**src/rtl/dm_pkg.sv**
```systemverilog
package dm_pkg;

  typedef enum logic [2:0] {
    S_IDLE = 3'd0,
    S_CLR  = 3'd1,
    S_TWR  = 3'd2,
    S_TRD  = 3'd3,
    S_TCHK = 3'd4,
    S_HWR  = 3'd5,
    S_HRD  = 3'd6,
    S_HRDW = 3'd7
  } state_t;

  // Alternating bit mask of width w (w <= 32); odd=1 sets odd bit positions.
  function automatic logic [31:0] alt_bits(input int w, input logic odd);
    logic [31:0] r;
    r = '0;
    for (int i = 0; i < w; i++) begin
      r[i] = ((i % 2) == 1) == odd;
    end
    return r;
  endfunction

endpackage

```
**src/rtl/dm_sweep_ctr.sv**
```systemverilog
module dm_sweep_ctr #(
  parameter int W = 15
) (
  input  logic         clk,
  input  logic         rst_n,
  input  logic         clr,
  input  logic         inc,
  output logic [W-1:0] cnt,
  output logic         last
);

  logic [W-1:0] cnt_q, cnt_d;

  always_comb begin
    cnt_d = cnt_q;
    if (clr) begin
      cnt_d = '0;
    end else if (inc) begin
      cnt_d = cnt_q + W'(1);
    end
  end

  always_ff @(posedge clk or negedge rst_n) begin
    if (!rst_n) begin
      cnt_q <= '0;
    end else if (clr || inc) begin
      cnt_q <= cnt_d;
    end
  end

  assign cnt  = cnt_q;
  assign last = &cnt_q;

endmodule

```
**src/rtl/dm_verify.sv**
```systemverilog
module dm_verify #(
  parameter int DATA_W = 14
) (
  input  logic              clk,
  input  logic              rst_n,
  input  logic              start,
  input  logic              rd_issue,
  input  logic [DATA_W-1:0] exp_word,
  input  logic [DATA_W-1:0] rdata,
  input  logic              finish,
  output logic              pass
);

  logic              chk_q;
  logic [DATA_W-1:0] exp_q;
  logic              bad_q, bad_d;
  logic              pass_q, pass_d;
  logic              bad_now;

  assign bad_now = chk_q && (rdata != exp_q);

  always_comb begin
    bad_d  = bad_q | bad_now;
    pass_d = pass_q;
    if (start) begin
      bad_d  = 1'b0;
      pass_d = 1'b0;
    end else if (finish) begin
      pass_d = !(bad_q | bad_now);
    end
  end

  always_ff @(posedge clk or negedge rst_n) begin
    if (!rst_n) begin
      chk_q  <= 1'b0;
      exp_q  <= '0;
      bad_q  <= 1'b0;
      pass_q <= 1'b0;
    end else begin
      chk_q  <= rd_issue;
      bad_q  <= bad_d;
      pass_q <= pass_d;
      if (rd_issue) begin
        exp_q <= exp_word;
      end
    end
  end

  assign pass = pass_q;

endmodule

```
**src/rtl/dm_stb_guard.sv**
```systemverilog
module dm_stb_guard #(
  parameter int GAP = 2
) (
  input  logic clk,
  input  logic rst_n,
  input  logic arm,
  input  logic stb,
  output logic blocked
);

  localparam int GW = $clog2(GAP + 1);

  logic [GW-1:0] cnt_q, cnt_d;

  always_comb begin
    cnt_d = cnt_q;
    if (arm) begin
      cnt_d = GW'(GAP);
    end else if (stb && (cnt_q != '0)) begin
      cnt_d = cnt_q - GW'(1);
    end
  end

  always_ff @(posedge clk or negedge rst_n) begin
    if (!rst_n) begin
      cnt_q <= '0;
    end else if (arm || stb) begin
      cnt_q <= cnt_d;
    end
  end

  assign blocked = (cnt_q != '0);

endmodule

```
**src/rtl/dm_sweep_ctrl.sv**
```systemverilog
module dm_sweep_ctrl
  import dm_pkg::*;
#(
  parameter int DATA_W    = 14,
  parameter int ADDR_W    = 15,
  parameter int HOST_AW   = 16,
  parameter int GUARD_STB = 2
) (
  input  logic               clk,
  input  logic               rst_n,
  input  logic               zero_req,
  input  logic               zero_cancel,
  input  logic               test_start,
  input  logic               pat_sel,
  input  logic               rd_sel,
  input  logic               wr_sel,
  input  logic [HOST_AW-1:0] host_addr,
  input  logic [DATA_W-1:0]  host_wdata,
  input  logic               word_stb,
  input  logic [DATA_W-1:0]  mem_rdata,
  output logic [DATA_W-1:0]  rd_data,
  output logic               ready,
  output logic               test_pass,
  output logic               test_active,
  output logic               mem_en,
  output logic               mem_we,
  output logic [ADDR_W-1:0]  mem_addr,
  output logic [DATA_W-1:0]  mem_wdata
);

  localparam logic [31:0]       EVEN32 = alt_bits(DATA_W, 1'b0);
  localparam logic [31:0]       ODD32  = alt_bits(DATA_W, 1'b1);
  localparam logic [DATA_W-1:0] EVEN_W = EVEN32[DATA_W-1:0];
  localparam logic [DATA_W-1:0] ODD_W  = ODD32[DATA_W-1:0];

  state_t state_q, state_d;
  logic              pat_q;
  logic              test_bit_q, test_bit_d;
  logic              rd_pend_q, rd_pend_d;
  logic              wr_pend_q, wr_pend_d;
  logic [ADDR_W-1:0] haddr_q;
  logic [DATA_W-1:0] hwdata_q;
  logic [DATA_W-1:0] rd_data_q;
  logic              ready_q, ready_d;

  logic              ctr_clr, ctr_inc, ctr_last;
  logic [ADDR_W-1:0] ctr;
  logic              guard_arm, guard_blk;
  logic              test_go, test_end, rd_cap;
  logic              wr_take, rd_take;
  logic              sweeping, host_cap;
  logic [DATA_W-1:0] pat_word;
  logic              unused_hi;

  assign unused_hi = ^host_addr[HOST_AW-1:ADDR_W];
  assign sweeping  = (state_q == S_CLR) || (state_q == S_TWR) ||
                     (state_q == S_TRD) || (state_q == S_TCHK);
  assign host_cap  = (rd_sel || wr_sel) && !sweeping;
  assign pat_word  = (ctr[0] ^ pat_q) ? ODD_W : EVEN_W;

  dm_sweep_ctr #(.W(ADDR_W)) u_ctr (
    .clk   (clk),
    .rst_n (rst_n),
    .clr   (ctr_clr),
    .inc   (ctr_inc),
    .cnt   (ctr),
    .last  (ctr_last)
  );

  dm_stb_guard #(.GAP(GUARD_STB)) u_guard (
    .clk     (clk),
    .rst_n   (rst_n),
    .arm     (guard_arm),
    .stb     (word_stb),
    .blocked (guard_blk)
  );

  dm_verify #(.DATA_W(DATA_W)) u_vfy (
    .clk      (clk),
    .rst_n    (rst_n),
    .start    (test_go),
    .rd_issue (state_q == S_TRD),
    .exp_word (pat_word),
    .rdata    (mem_rdata),
    .finish   (state_q == S_TCHK),
    .pass     (test_pass)
  );

  // Sequencing
  always_comb begin
    state_d   = state_q;
    ready_d   = ready_q;
    ctr_clr   = 1'b0;
    ctr_inc   = 1'b0;
    guard_arm = 1'b0;
    test_go   = 1'b0;
    test_end  = 1'b0;
    wr_take   = 1'b0;
    rd_take   = 1'b0;
    rd_cap    = 1'b0;
    unique case (state_q)
      S_IDLE: begin
        if (test_start || test_bit_q) begin
          state_d = S_TWR;
          ctr_clr = 1'b1;
          test_go = 1'b1;
          ready_d = 1'b0;
        end else if (zero_req && !zero_cancel && !guard_blk) begin
          state_d = S_CLR;
          ctr_clr = 1'b1;
          ready_d = 1'b0;
        end else if (wr_pend_q) begin
          state_d = S_HWR;
          wr_take = 1'b1;
          ready_d = 1'b0;
        end else if (rd_pend_q) begin
          state_d = S_HRD;
          rd_take = 1'b1;
          ready_d = 1'b0;
        end
      end
      S_CLR: begin
        if (zero_cancel) begin
          state_d = S_IDLE;
        end else if (ctr_last) begin
          state_d   = S_IDLE;
          ready_d   = 1'b1;
          guard_arm = 1'b1;
          ctr_clr   = 1'b1;
        end else begin
          ctr_inc = 1'b1;
        end
      end
      S_TWR: begin
        if (ctr_last) begin
          state_d = S_TRD;
          ctr_clr = 1'b1;
        end else begin
          ctr_inc = 1'b1;
        end
      end
      S_TRD: begin
        if (ctr_last) begin
          state_d = S_TCHK;
          ctr_clr = 1'b1;
        end else begin
          ctr_inc = 1'b1;
        end
      end
      S_TCHK: begin
        state_d  = S_IDLE;
        ready_d  = 1'b1;
        test_end = 1'b1;
      end
      S_HWR: begin
        state_d = S_IDLE;
        ready_d = 1'b1;
      end
      S_HRD: begin
        state_d = S_HRDW;
      end
      S_HRDW: begin
        state_d = S_IDLE;
        ready_d = 1'b1;
        rd_cap  = 1'b1;
      end
      default: state_d = S_IDLE;
    endcase
  end

  // Request bits
  always_comb begin
    test_bit_d = test_bit_q;
    if (test_end) begin
      test_bit_d = 1'b0;
    end else if (test_start) begin
      test_bit_d = 1'b1;
    end
    wr_pend_d = wr_pend_q;
    if (wr_take) begin
      wr_pend_d = 1'b0;
    end else if (wr_sel && !sweeping) begin
      wr_pend_d = 1'b1;
    end
    rd_pend_d = rd_pend_q;
    if (rd_take) begin
      rd_pend_d = 1'b0;
    end else if (rd_sel && !sweeping) begin
      rd_pend_d = 1'b1;
    end
  end

  always_ff @(posedge clk or negedge rst_n) begin
    if (!rst_n) begin
      state_q    <= S_CLR;
      ready_q    <= 1'b0;
      test_bit_q <= 1'b0;
      wr_pend_q  <= 1'b0;
      rd_pend_q  <= 1'b0;
    end else begin
      state_q    <= state_d;
      ready_q    <= ready_d;
      test_bit_q <= test_bit_d;
      wr_pend_q  <= wr_pend_d;
      rd_pend_q  <= rd_pend_d;
    end
  end

  always_ff @(posedge clk or negedge rst_n) begin
    if (!rst_n) begin
      pat_q     <= 1'b0;
      haddr_q   <= '0;
      hwdata_q  <= '0;
      rd_data_q <= '0;
    end else begin
      if (test_go) begin
        pat_q <= pat_sel;
      end
      if (host_cap) begin
        haddr_q  <= host_addr[ADDR_W-1:0];
        hwdata_q <= host_wdata;
      end
      if (rd_cap) begin
        rd_data_q <= mem_rdata;
      end
    end
  end

  // Memory port
  always_comb begin
    mem_en    = 1'b0;
    mem_we    = 1'b0;
    mem_addr  = ctr;
    mem_wdata = '0;
    unique case (state_q)
      S_CLR: begin
        mem_en = !zero_cancel;
        mem_we = 1'b1;
      end
      S_TWR: begin
        mem_en    = 1'b1;
        mem_we    = 1'b1;
        mem_wdata = pat_word;
      end
      S_TRD: begin
        mem_en = 1'b1;
      end
      S_HWR: begin
        mem_en    = 1'b1;
        mem_we    = 1'b1;
        mem_addr  = haddr_q;
        mem_wdata = hwdata_q;
      end
      S_HRD: begin
        mem_en   = 1'b1;
        mem_addr = haddr_q;
      end
      default: begin
        mem_en = 1'b0;
      end
    endcase
  end

  assign rd_data     = rd_data_q;
  assign ready       = ready_q;
  assign test_active = test_bit_q;

endmodule

```
**config.mk**
```make
export PLATFORM = sky130hd
export DESIGN_NAME = dm_sweep_ctrl
export DESIGN_NICKNAME = d
export VERILOG_FILES = /design/src/rtl/dm_pkg.sv /design/src/rtl/dm_sweep_ctr.sv /design/src/rtl/dm_verify.sv /design/src/rtl/dm_stb_guard.sv /design/src/rtl/dm_sweep_ctrl.sv
export SDC_FILE = /design/constraint.sdc
export NUM_CORES = 1
export LEC_CHECK = 0
export ABC_AREA = 1
export CAP_MARGIN = 20
export CORE_MARGIN = 3
export CORE_UTILIZATION = 50
export CTS_BUF_LIST = sky130_fd_sc_hd__clkbuf_4 sky130_fd_sc_hd__clkbuf_8
export CTS_CLUSTER_SIZE = 14
export DETAILED_ROUTE_END_ITERATION = 7
export GPL_TIMING_DRIVEN = 0
export PLACE_DENSITY = 0.91
export SYNTH_ARGS = -nofsm -noshare
export SYNTH_HDL_FRONTEND = slang
export SYNTH_SLANG_ARGS = --single-unit
```
**constraint.sdc**
```tcl
create_clock -name clk -period 4.47 [get_ports clk]
set_input_delay 0.894 -clock clk [delete_from_list [all_inputs] [get_ports clk]]
set_output_delay 0.894 -clock clk [all_outputs]
set_load 0.02 [all_outputs]
```
After elaboration in Yosys (flattened, before gate mapping)
Cells that the tools add are included.
{ "word_totals": {"romBits": 0, "inputBits": 53, "reg_bits": 85, "output_inout_bits": 48, "ramBits": 0, "n_memories": 0, "latch_bits": 0} }
{ "op_classes": {"reduce_logical": 37, "n_eq_ne": 14, "multipliers": 0, "bitwise": 2, "mux": 56, "shift": 0, "n_div": 0, "n_lt_le_gt_ge": 0, "addsub": 2} }
{ "op_table": {"columns": ["cell", "n"], "rows": [
  ["$mux 15", 3],
  ["$mux 1", 36],
  ["$pmux 14 s2", 1],
  ["$mux 3", 8],
  ["$pmux 3 s6", 1],
  ["$add 15x1->15 const B", 1],
  ["$reduce_and 15->1", 1],
  ["$mux 14", 1],
  ["$ne 14x14->1", 1],
  ["$reduce_bool 2->1", 7],
  ["$eq 3x3->1 const B", 4],
  ["$ne 2x2->1 const B", 4],
  ["$reduce_and 4->1", 2],
  ["$logic_and 1x1->1", 7],
  ["$logic_or 1x1->1", 7],
  ["$eq 3x2->1 const B", 2],
  ["$pmux 1 s3", 2],
  ["$reduce_or 3->1", 2],
  ["$ne 5x5->1 const B", 1],
  ["$logic_not 1->1", 4],
  ["$mux 2", 2],
  ["$pmux 1 s2", 2],
  ["$reduce_and 2->1", 2],
  ["$reduce_or 2->1", 2],
  ["8 further kinds", 8]
]} }

Depth between registers and ports, before layout
{ "logic_depth": {"word_depth": 8, "ltp_mapped": 11, "mapped_depth_nobuf": 11} }

Modules after synthesis
From an unflattened synthesis, not the netlist that was laid out.
{ "hier_totals": {"hier_cells": 593, "hier_area_um2": 4418.0} }
{ "modules_own_cells": {"columns": ["mod", "n_inst", "cells_each", "seq_area_each_um2", "area_per_inst_um2"], "rows": [
  ["dm_sweep_ctrl", 1, 331, 1277.5, 2556.2],
  ["dm_verify", 1, 127, 425.4, 895.9],
  ["dm_sweep_ctr", 1, 119, 375.4, 849.6],
  ["dm_stb_guard", 1, 16, 50.0, 116.4]
]} }

Worst setup path after synthesis
Ideal clock, no wire load.
{ "synth_path": {"path_kind": "register to output", "startpoint": "register state_q[0]", "endpoint": "output port mem_addr[0]", "t_arrival_ns": 1.566, "required_ns": 3.576, "path_slack_ns": 2.010, "path_stages_with_launch": 7, "n_path_buf": 2, "path_cell_list": "dfstp_2 -> nor2_1 -> nand2_1 -> nand2_1 -> buf_4 -> buf_4 -> o21ai_0"} }
{ "synth_via": {"elab_chain_cells": 3} }
{ "synth_lines": {"columns": ["element", "line_no", "text"], "rows": [
  ["from (decl)", "dm_sweep_ctrl.sv:36", "state_t state_q, state_d;"],
  ["from (signal assigned)", "dm_sweep_ctrl.sv:201", "state_q <= state_d;"],
  ["$eq 3x3->1", "dm_sweep_ctrl.sv:235", "unique case (state_q)"],
  ["$reduce_or 2->1 (no line) *", null, null],
  ["$mux 15 *", "dm_sweep_ctrl.sv:235", null],
  ["to (decl)", "dm_sweep_ctrl.sv:27", "output logic [ADDR_W-1:0] mem_addr,"]
]} }
Every way passes the cells marked *; elsewhere a longest branch is shown, timed or not.

Final worst setup path
{ "layout_path": {"startpoint": "register state_q[0]", "endpoint": "output port mem_addr[12]"} }
The elaborated chain is that of the path after synthesis.

==> impl_metrics.toml <==
[critical_path]
crit_required_ns = 3.58
cp.arrival_ns = 2.56
start_kind = "register"
crit_path_end_kind = "output port"
path_class = "register to output port"
crit_fanout = 10

[pwr]
p_per_area_mw_per_mm2 = 693
power_frac_comb_pct = 54.7
vdd.ir_drop.worst_uv = 437
p_int_mw = 2.03
total_power_mw = 3.59
p_clk_share_pct = 14.0
power_switching_mw = 1.56
p_leak_nw = 2.49
p_seq_share_pct = 31.3
p_sw_share_pct = 43.4

[synthesis]
synth_flop_cell = "dfrtp_1"
yosys.area.top_type_share_pct = 46.5
synthTopCellsByCount = "180 x nand2_1, 72 x dfrtp_1, 54 x o21ai_0, 48 x nor2_1, 44 x inv_1"
synth_edf_count = 0
synthTopCellsByArea = "dfrtp_1 46%, nand2_1 17%, o21ai_0 7.0%, nor2_1 4.6%, nand3_1 4.5%"
netlist_area_mm2 = 0.00387
yosysMostFrequentCell = "nand2_1"
yosysUniqueCellTypes = 30
synthArstFlopShare_pct = 100
ys_ff_latch = 73
yosysSeqAreaShare_pct = 47.2
syn_nets = 567
synthCells = 512
yosysTopAreaCell = "dfrtp_1"
syn_avg_cell_area_um2 = 7.57
yosysWarnings = 0

[job]
maxCapViolations = 0

[timing]
timing.final.ws_setup_ns = 1.02
drv_slew = 0
rsz0062_at_grt = "false"
fin_setup_tns_ns = 0
finalHoldViolations = 0
relSlewSlack_pct = 39.7
timing.final.crit_share_pct = 77.3
worstMarginPinSlew_ns = 0.904
period_minus_slack_ns = 3.45
skew_ns = 0.00730
whs_ns = 0.482
final-setup-viol-count = 0
timing.fmax_mhz = 290

[layout]
final_cells = 726
nets = 677
final-seq-area_mm2 = 0.00183
n_antenna_cell = 0
final_util_pct = 70.3
fill_cells = 547
multi_input_comb_area_mm2 = 0.00176
fin_area_mm2 = 0.00518
drive_gt1_share_pct = 9.89
areaGrowthSynthToFinish_pct = 33.6

[clock_network]
cts_inserted_buffers = 9
clock-root-buffer = "clkbuf_8"
clock_latency_ns = 0.34
cts_sinks = 73
postCtsResizedCells = 0
cts_setup_buffers = 0
clockBufferDepth = 2
cts_hold_buffers = 0
htreeDepth = 3
clkTransAtPathRegs_ns = 0.07
cts_tree = "yes"

[route]
dr.pass1.iters = 5
drc_errors = 0
drtAntennaViolNets = 0
post_drt_via_cell_ratio = 5.24
vias = 3804
first_iter_violations = 379
avgRoutedWirePerCell_um = 13.8
drt_wl_total_um = 9990

[global_routing]
grt_use_met2_pct = 39.6
use_met1_pct = 31.8
gr-total-overflow = 0
antenna_found_initial = 0
grt_pass1_wl_um = 16700
grt_use_met3_pct = 3.37
gr-usage-all-layers_pct = 23.9
grt-busiest-layer = "met2"
grt_pass1_vias = 3589
grt_max_degree = 74

[die]
die_h_um = 94.0
io_pins = 101
initial_core_util_pct = 52.6
die-width_um = 94.0
row_count = 31
dieArea_mm2 = 0.00884
core_area_mm2 = 0.00737

[placed_design]
place.port_buffers = 99
dpl.cell_count = 710
gp_congestion = 0.941
hpwl_um = 7460
placed_cell_area_mm2 = 0.00499
pre_cts_slack_ns = 1.28

[outcome]
status = "complete, no violations"

[worst_hold_path]
hold_class = "register to register"
-- cells by family (layout without fill, tap and decap cells) --
logic type      after synthesis  after routing  share of synthesized area (%)
fa+ha+maj                     2              2                          0.646
compound gates               67             67                           8.85
flops                        73             73                           47.2
xor+xnor                      1              1                          0.226
simple gates                292            292                           32.7
mux                          10             10                           2.91
buf+inv                      67            182                           7.52
-- flip-flops by register name (all words and copies together) (netlist names) --
| signal | cells |
|---|---|
| u_guard.cnt_q | 2 |
| u_vfy.pass | 1 |
| pat_q | 1 |
| ready | 1 |
| wr_pend_q | 1 |
| hwdata_q | 14 |
| u_ctr.cnt | 15 |
| rd_pend_q | 1 |
| state_q | 3 |
| rd_data | 14 |
| u_vfy.chk_q | 1 |
| haddr_q | 15 |
| test_active | 1 |
| u_vfy.bad_q | 1 |
| u_vfy.exp_q | 2 |
-- cell type report --
cell class	instances	share of cell area [%]
flip-flops and latches	73	35.3
multi-input cells	372	33.9
repair buffers	99	19.1
inverters	50	3.62
clock buffers	12	2.83
well taps	99	2.39
plain buffers	17	2.01
clock inverters	4	0.870
-- power groups by stage --
stage / sequential [mW] / clock, mW / combinational, mW
final: 1.12 / 0.502 / 1.96
after global routing: 1.16 / 0.546 / 2.14
after CTS: 1.12 / 0.512 / 1.97
after detailed placement: 1.13 / 0 / 1.95
after global placement: 1.11 / 0 / 1.90
after floorplan: 1.18 / 0 / 1.11
-- path summary, 6_finish.rpt --
path | start | end | slack [ns] | depth (start not counted)
hold / removal | hwdata_q[12]$_DFFE_PN0P_ | hwdata_q[12]$_DFFE_PN0P_ | 0.48 | 2
max in group asynchronous | rst_n | u_ctr.cnt[13]$_DFFE_PN0P_ | 3.20 | 1
hold reg to reg | hwdata_q[12]$_DFFE_PN0P_ | hwdata_q[12]$_DFFE_PN0P_ | 0.48 | 2
min in group asynchronous | rst_n | u_ctr.cnt[6]$_DFFE_PN0P_ | 0.69 | 1
setup reg to reg | u_ctr.cnt[0]$_DFFE_PN0P_ | u_ctr.cnt[13]$_DFFE_PN0P_ | 2.46 | 8
setup / recovery | state_q[0]$_DFFE_PN1P_ | mem_addr[12] | 1.02 | 9
-- cells in the final DEF (no fill, tap or decap), types with 7 or more instances in the layout --
cell and n:
clkdlybuf4s50_1 98, mux2_2 10, nor2_1 48, nand3_1 35, inv_1 44, nor3_1 7
dfrtp_1 72, o21ai_0 54, nand2_1 180, clkbuf_8 9
-- critical path, cell delays in order (launching register included) --
cell             delay (ns)
dfstp_2                0.59
inv_2                  0.08
nor2_4                 0.17
nand2_1                0.09
nand2_1                0.09
buf_4                  0.18
buf_4                  0.18
nand2_1                0.06
o21ai_0                0.11
clkdlybuf4s50_1        0.66
-- per-layer routing --
layer / up-vias / part of all wire [%] / wire, µm
met4: 0 / 2.5 / 252
li1: 1849 / - / -
met1: 1762 / 41 / 4070
met5: - / 0 / 0
met3: 23 / 7.5 / 749
met2: 170 / 49 / 4920
Power figures use the tool's default switching activity.
